==> src/rtl/ce_thresh_pkg.sv <==
package ce_thresh_pkg;
  localparam int REG_W     = 64;
  localparam int EN_BIT    = 30;
  localparam int THR_FLD_W = 16;
  localparam int CNT_LO    = 38;
  localparam int CNT_W     = 15;
  localparam int VALID_BIT = 63;
  localparam logic [CNT_W-1:0] CNT_MAX = '1;

  typedef enum logic {
    SEL_CTL  = 1'b0,
    SEL_STAT = 1'b1
  } reg_sel_e;
endpackage

==> src/rtl/ce_rst_sync.sv <==
module ce_rst_sync (
  input  logic clk,
  input  logic arst_n,
  output logic rst_n_o
);
  logic [1:0] sync_q;

  always_ff @(posedge clk or negedge arst_n) begin
    if (!arst_n) sync_q <= 2'b00;
    else         sync_q <= {sync_q[0], 1'b1};
  end

  assign rst_n_o = sync_q[1];
endmodule

==> src/rtl/ce_ctl_reg.sv <==
module ce_ctl_reg #(
  parameter int THR_W      = 12,
  parameter bit SUPPORT_EN = 1'b1
) (
  input  logic             clk,
  input  logic             rst_n,
  input  logic             wr_en,
  input  logic             wr_en_bit,
  input  logic [THR_W-1:0] wr_thr,
  output logic             en_o,
  output logic [THR_W-1:0] thr_o
);
  logic [THR_W-1:0] thr_q, thr_d;

  always_comb begin
    thr_d = thr_q;
    if (wr_en) thr_d = wr_thr;
  end

  always_ff @(posedge clk or negedge rst_n) begin
    if (!rst_n) thr_q <= '0;
    else        thr_q <= thr_d;
  end

  generate
    if (SUPPORT_EN) begin : g_en
      logic en_q, en_d;
      always_comb begin
        en_d = en_q;
        if (wr_en) en_d = wr_en_bit;
      end
      always_ff @(posedge clk or negedge rst_n) begin
        if (!rst_n) en_q <= 1'b0;
        else        en_q <= en_d;
      end
      assign en_o = en_q;
    end else begin : g_no_en
      assign en_o = 1'b0;
    end
  endgenerate

  assign thr_o = thr_q;
endmodule

==> src/rtl/ce_stat_cnt.sv <==
module ce_stat_cnt
  import ce_thresh_pkg::*;
(
  input  logic             clk,
  input  logic             rst_n,
  input  logic             wr_en,
  input  logic             wr_valid,
  input  logic [CNT_W-1:0] wr_cnt,
  input  logic             err_pulse,
  output logic             valid_o,
  output logic [CNT_W-1:0] cnt_o,
  output logic             accept_o
);
  logic             valid_q, valid_d;
  logic [CNT_W-1:0] cnt_q, cnt_d;
  logic             accept;

  assign accept = err_pulse && !wr_en;

  always_comb begin
    valid_d = valid_q;
    cnt_d   = cnt_q;
    if (wr_en) begin
      valid_d = wr_valid;
      cnt_d   = wr_cnt;
    end else if (accept) begin
      valid_d = 1'b1;
      if (cnt_q != CNT_MAX) cnt_d = cnt_q + 1'b1;
    end
  end

  always_ff @(posedge clk or negedge rst_n) begin
    if (!rst_n) begin
      valid_q <= 1'b0;
      cnt_q   <= '0;
    end else begin
      valid_q <= valid_d;
      cnt_q   <= cnt_d;
    end
  end

  assign valid_o  = valid_q;
  assign cnt_o    = cnt_q;
  assign accept_o = accept;
endmodule

==> src/rtl/ce_irq_gen.sv <==
module ce_irq_gen
  import ce_thresh_pkg::*;
#(
  parameter int THR_W = 12
) (
  input  logic             clk,
  input  logic             rst_n,
  input  logic             accept,
  input  logic [CNT_W-1:0] cnt,
  input  logic             en,
  input  logic [THR_W-1:0] thr,
  output logic             irq_o
);
  logic [CNT_W-1:0] thr_ext;
  logic [CNT_W-1:0] cnt_inc;
  logic             hit, irq_d, irq_q;

  assign thr_ext = CNT_W'(thr);
  assign cnt_inc = cnt + 1'b1;

  always_comb begin
    hit = 1'b0;
    if (thr_ext == CNT_W'(1))
      hit = 1'b1;
    else if (thr_ext != '0 && cnt != CNT_MAX && cnt_inc == thr_ext)
      hit = 1'b1;
    irq_d = accept && en && hit;
  end

  always_ff @(posedge clk or negedge rst_n) begin
    if (!rst_n) irq_q <= 1'b0;
    else        irq_q <= irq_d;
  end

  assign irq_o = irq_q;
endmodule

==> src/rtl/ce_thresh_bank.sv <==
module ce_thresh_bank
  import ce_thresh_pkg::*;
#(
  parameter int THR_W      = 12,
  parameter bit SUPPORT_EN = 1'b1
) (
  input  logic             clk,
  input  logic             rst_n,
  input  logic             reg_sel,
  input  logic             wr_en,
  input  logic [REG_W-1:0] wr_data,
  output logic [REG_W-1:0] rd_data,
  input  logic             err_pulse,
  output logic             irq
);
  logic             rst_sync_n;
  logic             ctl_wr, stat_wr;
  logic             en_w;
  logic [THR_W-1:0] thr_w;
  logic             valid_w, accept_w;
  logic [CNT_W-1:0] cnt_w;
  logic [REG_W-1:0] ctl_word, stat_word;

  assign ctl_wr  = wr_en && (reg_sel == SEL_CTL);
  assign stat_wr = wr_en && (reg_sel == SEL_STAT);

  ce_rst_sync u_rst (
    .clk     (clk),
    .arst_n  (rst_n),
    .rst_n_o (rst_sync_n)
  );

  ce_ctl_reg #(.THR_W(THR_W), .SUPPORT_EN(SUPPORT_EN)) u_ctl (
    .clk       (clk),
    .rst_n     (rst_sync_n),
    .wr_en     (ctl_wr),
    .wr_en_bit (wr_data[EN_BIT]),
    .wr_thr    (wr_data[THR_W-1:0]),
    .en_o      (en_w),
    .thr_o     (thr_w)
  );

  ce_stat_cnt u_stat (
    .clk       (clk),
    .rst_n     (rst_sync_n),
    .wr_en     (stat_wr),
    .wr_valid  (wr_data[VALID_BIT]),
    .wr_cnt    (wr_data[CNT_LO +: CNT_W]),
    .err_pulse (err_pulse),
    .valid_o   (valid_w),
    .cnt_o     (cnt_w),
    .accept_o  (accept_w)
  );

  ce_irq_gen #(.THR_W(THR_W)) u_irq (
    .clk    (clk),
    .rst_n  (rst_sync_n),
    .accept (accept_w),
    .cnt    (cnt_w),
    .en     (en_w),
    .thr    (thr_w),
    .irq_o  (irq)
  );

  always_comb begin
    ctl_word              = '0;
    ctl_word[EN_BIT]      = en_w;
    ctl_word[THR_W-1:0]   = thr_w;
    stat_word             = '0;
    stat_word[VALID_BIT]  = valid_w;
    stat_word[CNT_LO +: CNT_W] = cnt_w;
    rd_data = (reg_sel == SEL_STAT) ? stat_word : ctl_word;
  end
endmodule

==> config.mk <==
export PLATFORM = sky130hd
export DESIGN_NAME = ce_thresh_bank
export DESIGN_NICKNAME = d
export VERILOG_FILES = /design/src/rtl/ce_thresh_pkg.sv /design/src/rtl/ce_rst_sync.sv /design/src/rtl/ce_ctl_reg.sv /design/src/rtl/ce_stat_cnt.sv /design/src/rtl/ce_irq_gen.sv /design/src/rtl/ce_thresh_bank.sv
export SDC_FILE = /design/constraint.sdc
export NUM_CORES = 1
export LEC_CHECK = 0
export ABC_AREA = 1
export CAP_MARGIN = 20
export CORE_MARGIN = 2
export CORE_UTILIZATION = 57
export CTS_BUF_LIST = sky130_fd_sc_hd__clkbuf_16
export DETAILED_ROUTE_END_ITERATION = 16
export DONT_BUFFER_PORTS = 1
export GPL_ROUTABILITY_DRIVEN = 0
export HOLD_SLACK_MARGIN = 0.06
export PLACE_DENSITY = 0.72
export SETUP_SLACK_MARGIN = 0.1
export SLEW_MARGIN = 20
export SYNTH_ARGS = -nofsm -noshare
export SYNTH_HDL_FRONTEND = slang
export SYNTH_SLANG_ARGS = --single-unit
==> constraint.sdc <==
create_clock -name clk -period 2.3 [get_ports clk]
set_clock_uncertainty 0.1 [all_clocks]
set_input_delay 0.115 -clock clk [delete_from_list [all_inputs] [get_ports clk]]
set_output_delay 0.115 -clock clk [all_outputs]
set_load 0.01 [all_outputs]
; After elaboration in Yosys (flattened, before gate mapping)
; Index checks and enable logic that the tools add are counted.
[word_totals]
memories = 0
mem_bits_rw = 0
ff_bits = 32
latchBits = 0
out_inout_bits = 65
rom_bits = 0
[classes]
multipliers = 0
n_mux = 8
addsub = 1
n_lt_le_gt_ge = 0
div = 0
bitwise = 1
reduce_logical = 12
shifts = 0
n_eq_ne = 3
[ops]
columns = cell, count
row1 = 64-bit two-way mux, 1
row2 = 15-bit two-way mux, 3
row3 = "15-bit by 1-bit adder with 15-bit output, second input constant", 1
row4 = 15-bit by 12-bit equality test with 1-bit output, 1
row5 = "15-bit inequality test, second input constant", 1
row6 = 15-bit nonzero test, 1
row7 = "12-bit by 1-bit equality test with 1-bit output, second input constant", 1
row8 = 1-bit logical AND, 7
row9 = 1-bit two-way mux, 4
row10 = 2-bit nonzero test, 2
row11 = 2-bit AND reduction, 1
row12 = 1-bit logical NOT, 1
row13 = 1-bit inverter, 1

; Logic depth before layout (Yosys ltp)
[logic_depth]
word_depth = 6
ltp_mapped = 12
ltp_nobuf = 12

; Hierarchy
; A second synthesis with hierarchy kept.
[unflattened]
cells_unflattened = 488
hier_area_um2 = 2962.8
[by_module_without_submodules]
columns = module, area_per_inst_um2, cells_per_inst, instances, seq_area_each_um2
row1 = ce_stat_cnt, 1181.1, 186, 1, 400.4
row2 = ce_irq_gen, 704.4, 143, 1, 25.0
row3 = ce_thresh_bank, 529.3, 101, 1, 0.0
row4 = ce_ctl_reg, 494.2, 55, 1, 325.3
row5 = ce_rst_sync, 53.8, 3, 1, 50.0

; Worst setup path before layout
; OpenSTA, ideal clock, no wires.
[synth_timing]
kind = flip-flop to flip-flop
startpoint = register u_stat.cnt_q[0], in the netlist u_stat.cnt_o[0]
endpoint = register u_stat.cnt_q[13], in the netlist u_stat.cnt_o[13]
path_buffers = 1
t_arrival_ns = 1.500
stages_incl_launch_ff = 12
path_slack_ns = 0.575
period_less_slack_ns = 1.725
required_ns = 2.075
cell_sequence = dfrtp_1 > ha_1 > nand2_1 > inv_2 > nand2_4 > nor2_4 > nand4_2 > nand2_4 > nand2_4 > buf_6 > o211ai_2 > o21ai_1
[synth_via]
elab_chain_len = 4
elab_cells_between_ends = 7
[synth_lines]
columns = item, line
row1 = "start, declared", ce_stat_cnt.sv:15  ; logic [CNT_W-1:0] cnt_q, cnt_d;
row2 = "start signal, assigned", ce_stat_cnt.sv:38  ; cnt_q <= cnt_d;
row3 = 15-bit by 1-bit adder with 15-bit output, ce_stat_cnt.sv:28  ; if (cnt_q != CNT_MAX) cnt_d = cnt_q + 1'b1;
row4 = 15-bit two-way mux, ce_stat_cnt.sv:28
row5 = 15-bit two-way mux, ce_stat_cnt.sv:26  ; end else if (accept) begin
row6 = 15-bit two-way mux, ce_stat_cnt.sv:23  ; if (wr_en) begin
; Several ways; a longest one is shown, not always the timed one. The select of a mux whose other input is x is not followed.
; A chain may end at the register's enable or synchronous reset.

; Worst setup path after layout
[layout_timing]
startpoint = register u_stat.cnt_q[0], in the netlist u_stat.cnt_o[0]
endpoint = register u_stat.cnt_q[1], in the netlist u_stat.cnt_o[1]
; The elaborated chain is that of the path after synthesis.

==> impl_results.md <==
- Worst hold path depth: 4
- Total gr overflow: 0
- Clk pwr share: 0.367
- Clock slew at reported path FFs: approximately 0.050 ns
- FF-to-FF End: u_stat.cnt_o[1]$_DFFE_PN0P_
- Cts bufs inserted: 5
- CP required: 2.35 ns
- Syn Inst Count: roughly 370
- WP data arrival: about 2.1 ns
- Status: finished clean
- Logic pwr share: 0.277
- Residual DRC count: 0
- Post-Synthesis Cell Area: between 2000 and 2500 sq um
- Final worst-path cycle share: 0.8787
- # port buffers: 0
- Finish-stage setup viols: 0
- Antenna Nets Post-Route: 0
- Final Net Count: about 480
- Max-slew headroom: 0.4946
- Crit end category: flop
- Root buffer cell: clkbuf_16
- Die footprint: 4908 sq um
- Worst slew pin tran: 0.7563 ns
- Total clock sinks: 32
- Total track usage: 0.2619
- Syn_area_per_cell: ~6.7 sq um
- DR iter-0 viols: between 200 and 250
- YS warnings: 0
- Final hold violations: 0
- Initial core utilization: 0.5833
- Via density: 5.222
- Critical path class: reg -> reg
- Synth unique cells: 32
- Routed wire per std cell: around 14 um
- Cells on worst reg2reg path: 11
- Final total power: 2.041 mW
- Most frequent cells in the layout: nand2_1, nor2_1, inv_1
- WHS Endpoint: u_irq.irq_o$_DFF_PN0_
- Register area share after synthesis: 0.3219
- Pin count of the biggest net entering global routing: 32
- Postcts setup bufs: 0
- Final Core Density: 0.6813
- Synth Register Bits: 32
- Final min period: 2.021 ns
- Worst-path maximum fanout: 13
- Worst hold path type: in -> reg
- Routed vias: ~2,400
- Half-perimeter wire length after placement: approximately 4300 um
- Die width: around 70 um
- Mux contribution to synthesized area: 0
- P&R area growth vs syn: 16.80%
- Internal: roughly 1.3 mW
- Ant. Diodes: 0
- Synth Area in XOR/XNOR: 0.003521
- Power Dens Cells: 702.5 nW/um^2
- Setup_tns: 0 ns
- Fraction of the mapped netlist area in simple logic gates: 0.3602
- Detailed Routing Iterations Pass 1: 5
- Cell row count: 24
- H-tree levels: 2
- CP Launch Type: flop
- DP Cell Count: about 420
- Slew Limit Fails: 0
- Sequential power share: 0.356
- Num ports: roughly 130
- RSZ-0062 raised after global routing: no
- Worst hold start: wr_en
- Reg2Reg Setup Slack: between 0.2 and 0.3 ns
- Peak supply drop: between 0.0005 and 0.0006 V
- Total wire length: around 6200 um
- Max Buffers Root-to-Sink: 2
- Antenna violations before repair: 0
- Adder-Cell Fraction of Synth Area: 0.005030
- P_sw: 0.7000 mW
- Sw Share: 0.3430
- Worst skew pair latency: ~0.28 ns
- Share of cells above drive strength 1: 0.08108
- First-pass GRT wire length: ~10,000 um
- Largest family of logic cells by synthesized area: simple AND/OR/NAND/NOR gates
- Vias in the first global route: about 2,200
- Commonest non-fill, non-tap cell in the layout: nand2_1
- Max-cap violations: 0
- Chip height: approximately 70 um
- Synth Area in Compound Gates: 0.1102
- Highest Clock Rate: 0.4948 GHz
- Non-filler instance count after layout: approximately 460
- CTS tree: done
- Leakage Power: 1.579 nW
- Core area: ~4300 sq um
- R2R Path Start: u_stat.cnt_o[0]$_DFFE_PN0P_
-- critical path, cell delays in order, from the launching register on --
cell	delay, ns
dfrtp_2	0.44
ha_1	0.24
nand2_1	0.11
inv_2	0.07
nand2_4	0.09
nor2_4	0.03
nand4_2	0.10
nand2_4	0.10
nand2_4	0.19
inv_2	0.14
a22oi_1	0.15
o21ai_0	0.11
-- cell usage after synthesis --
cell type,count,area (sq um)
o211ai_2,3,37.54
nand3_1,30,150.1
a22oi_1,4,30.03
ha_1,1,12.51
nor2_1,52,195.2
nor2_2,1,6.260
nand2_1,101,379.1
inv_2,3,11.26
nand3b_1,1,7.510
clkinv_1,1,3.750
inv_1,46,172.7
o21ai_0,7,35.03
buf_1,1,3.750
xor2_1,1,8.760
conb_1,2,7.510
or2_2,1,6.260
o22ai_2,3,37.54
nand2_4,3,33.78
nand2_2,2,12.51
o21bai_1,1,7.510
a21oi_1,15,75.07
buf_6,1,11.26
nor2_8,1,20.02
o311ai_0,3,26.28
buf_4,35,262.8
nor2_4,2,22.52
clkbuf_1,6,22.52
dfrtp_1,32,800.8
o221ai_2,1,15.01
o21ai_1,2,10.01
nand4_1,8,50.05
nand4_2,1,12.51
-- state kept, by name, summed over array words and instances, names as in the netlist --
register and count:
u_irq.irq_o 1, u_rst.sync_q 2, u_ctl.en_o 1, u_stat.cnt_o 15, u_stat.valid_o 1, u_ctl.thr_o 12
-- power groups by stage --
stage | logic [mW] | clock network [mW] | registers, mW
5_1_grt | 0.636 | 0.776 | 0.738
6_report | 0.566 | 0.749 | 0.726
2_1_floorplan | 0.461 | 0 | 0.718
3_5_place_dp | 0.511 | 0 | 0.732
4_1_cts | 0.562 | 0.751 | 0.723
3_3_place_gp | 0.503 | 0 | 0.731
-- layout make-up --
| class | count | area (sq um) |
|---|---|---|
| well taps | 52 | 65.06 |
| inverters | 50 | 187.7 |
| fillers | 356 | 1359 |
| clock inverters | 3 | 38.79 |
| clock buffers | 5 | 125.1 |
| flip-flops and latches | 32 | 802.0 |
| repair buffers | 37 | 360.3 |
| multi-input cells | 280 | 1326 |
-- logic make-up (layout without fill, tap and decap cells) --
group / after synthesis / after routing
AND/OR/NAND/NOR: 203 / 203
buffers and inverters: 93 / 95
AO/OA/AOI/OAI: 39 / 39
flip-flops: 32 / 32
other: 2 / 36
adder cells (fa/ha/maj): 1 / 1
XOR/XNOR: 1 / 1
-- what timing repair did --
item,in CTS,in global routing
resized for setup,0,1
endpoints found under the setup margin,0,2
hold buffers,33,0
endpoints found under the hold margin,32,0
-- metrics by stage --
stage | area (sq um) | setup WS, ns | hold WS [ns]
after detailed placement | 2410 | 0.2685 | -0.2805
after global routing | 2905 | 0.1354 | 0.1604
final | 2905 | 0.2791 | 0.1459
after floorplan | 2615 | 0.5754 | -0.2806
after CTS | 2904 | 0.2620 | 0.1431
after global placement | 2410 | 0.2758 | -0.2805
-- how the worst max path moves through the flow --
| stage | from | cells past startpoint | slack (ns) | end |
|---|---|---|---|---|
| after global routing | u_stat.cnt_o[0]$_DFFE_PN0P_ | 11 | 0.14 | u_stat.cnt_o[9]$_DFFE_PN0P_ |
| after CTS | u_stat.cnt_o[0]$_DFFE_PN0P_ | 11 | 0.26 | u_stat.cnt_o[9]$_DFFE_PN0P_ |
| after global placement | u_stat.cnt_o[0]$_DFFE_PN0P_ | 11 | 0.28 | u_stat.cnt_o[9]$_DFFE_PN0P_ |
| after floorplan | u_stat.cnt_o[0]$_DFFE_PN0P_ | 11 | 0.58 | u_stat.cnt_o[13]$_DFFE_PN0P_ |
| final | u_stat.cnt_o[0]$_DFFE_PN0P_ | 11 | 0.28 | u_stat.cnt_o[1]$_DFFE_PN0P_ |
| after detailed placement | u_stat.cnt_o[0]$_DFFE_PN0P_ | 11 | 0.27 | u_stat.cnt_o[9]$_DFFE_PN0P_ |
-- per-layer routing --
layer / vias to the layer above / track usage / share of wire
met5: - / 0 / 0
met4: 0 / 0.07479 / 0.016
met3: 10 / 0.06205 / 0.092
met2: 129 / 0.4307 / 0.48
met1: 1087 / 0.3457 / 0.41
li1: 1171 / - / -
(Power assumes the default switching activity.)
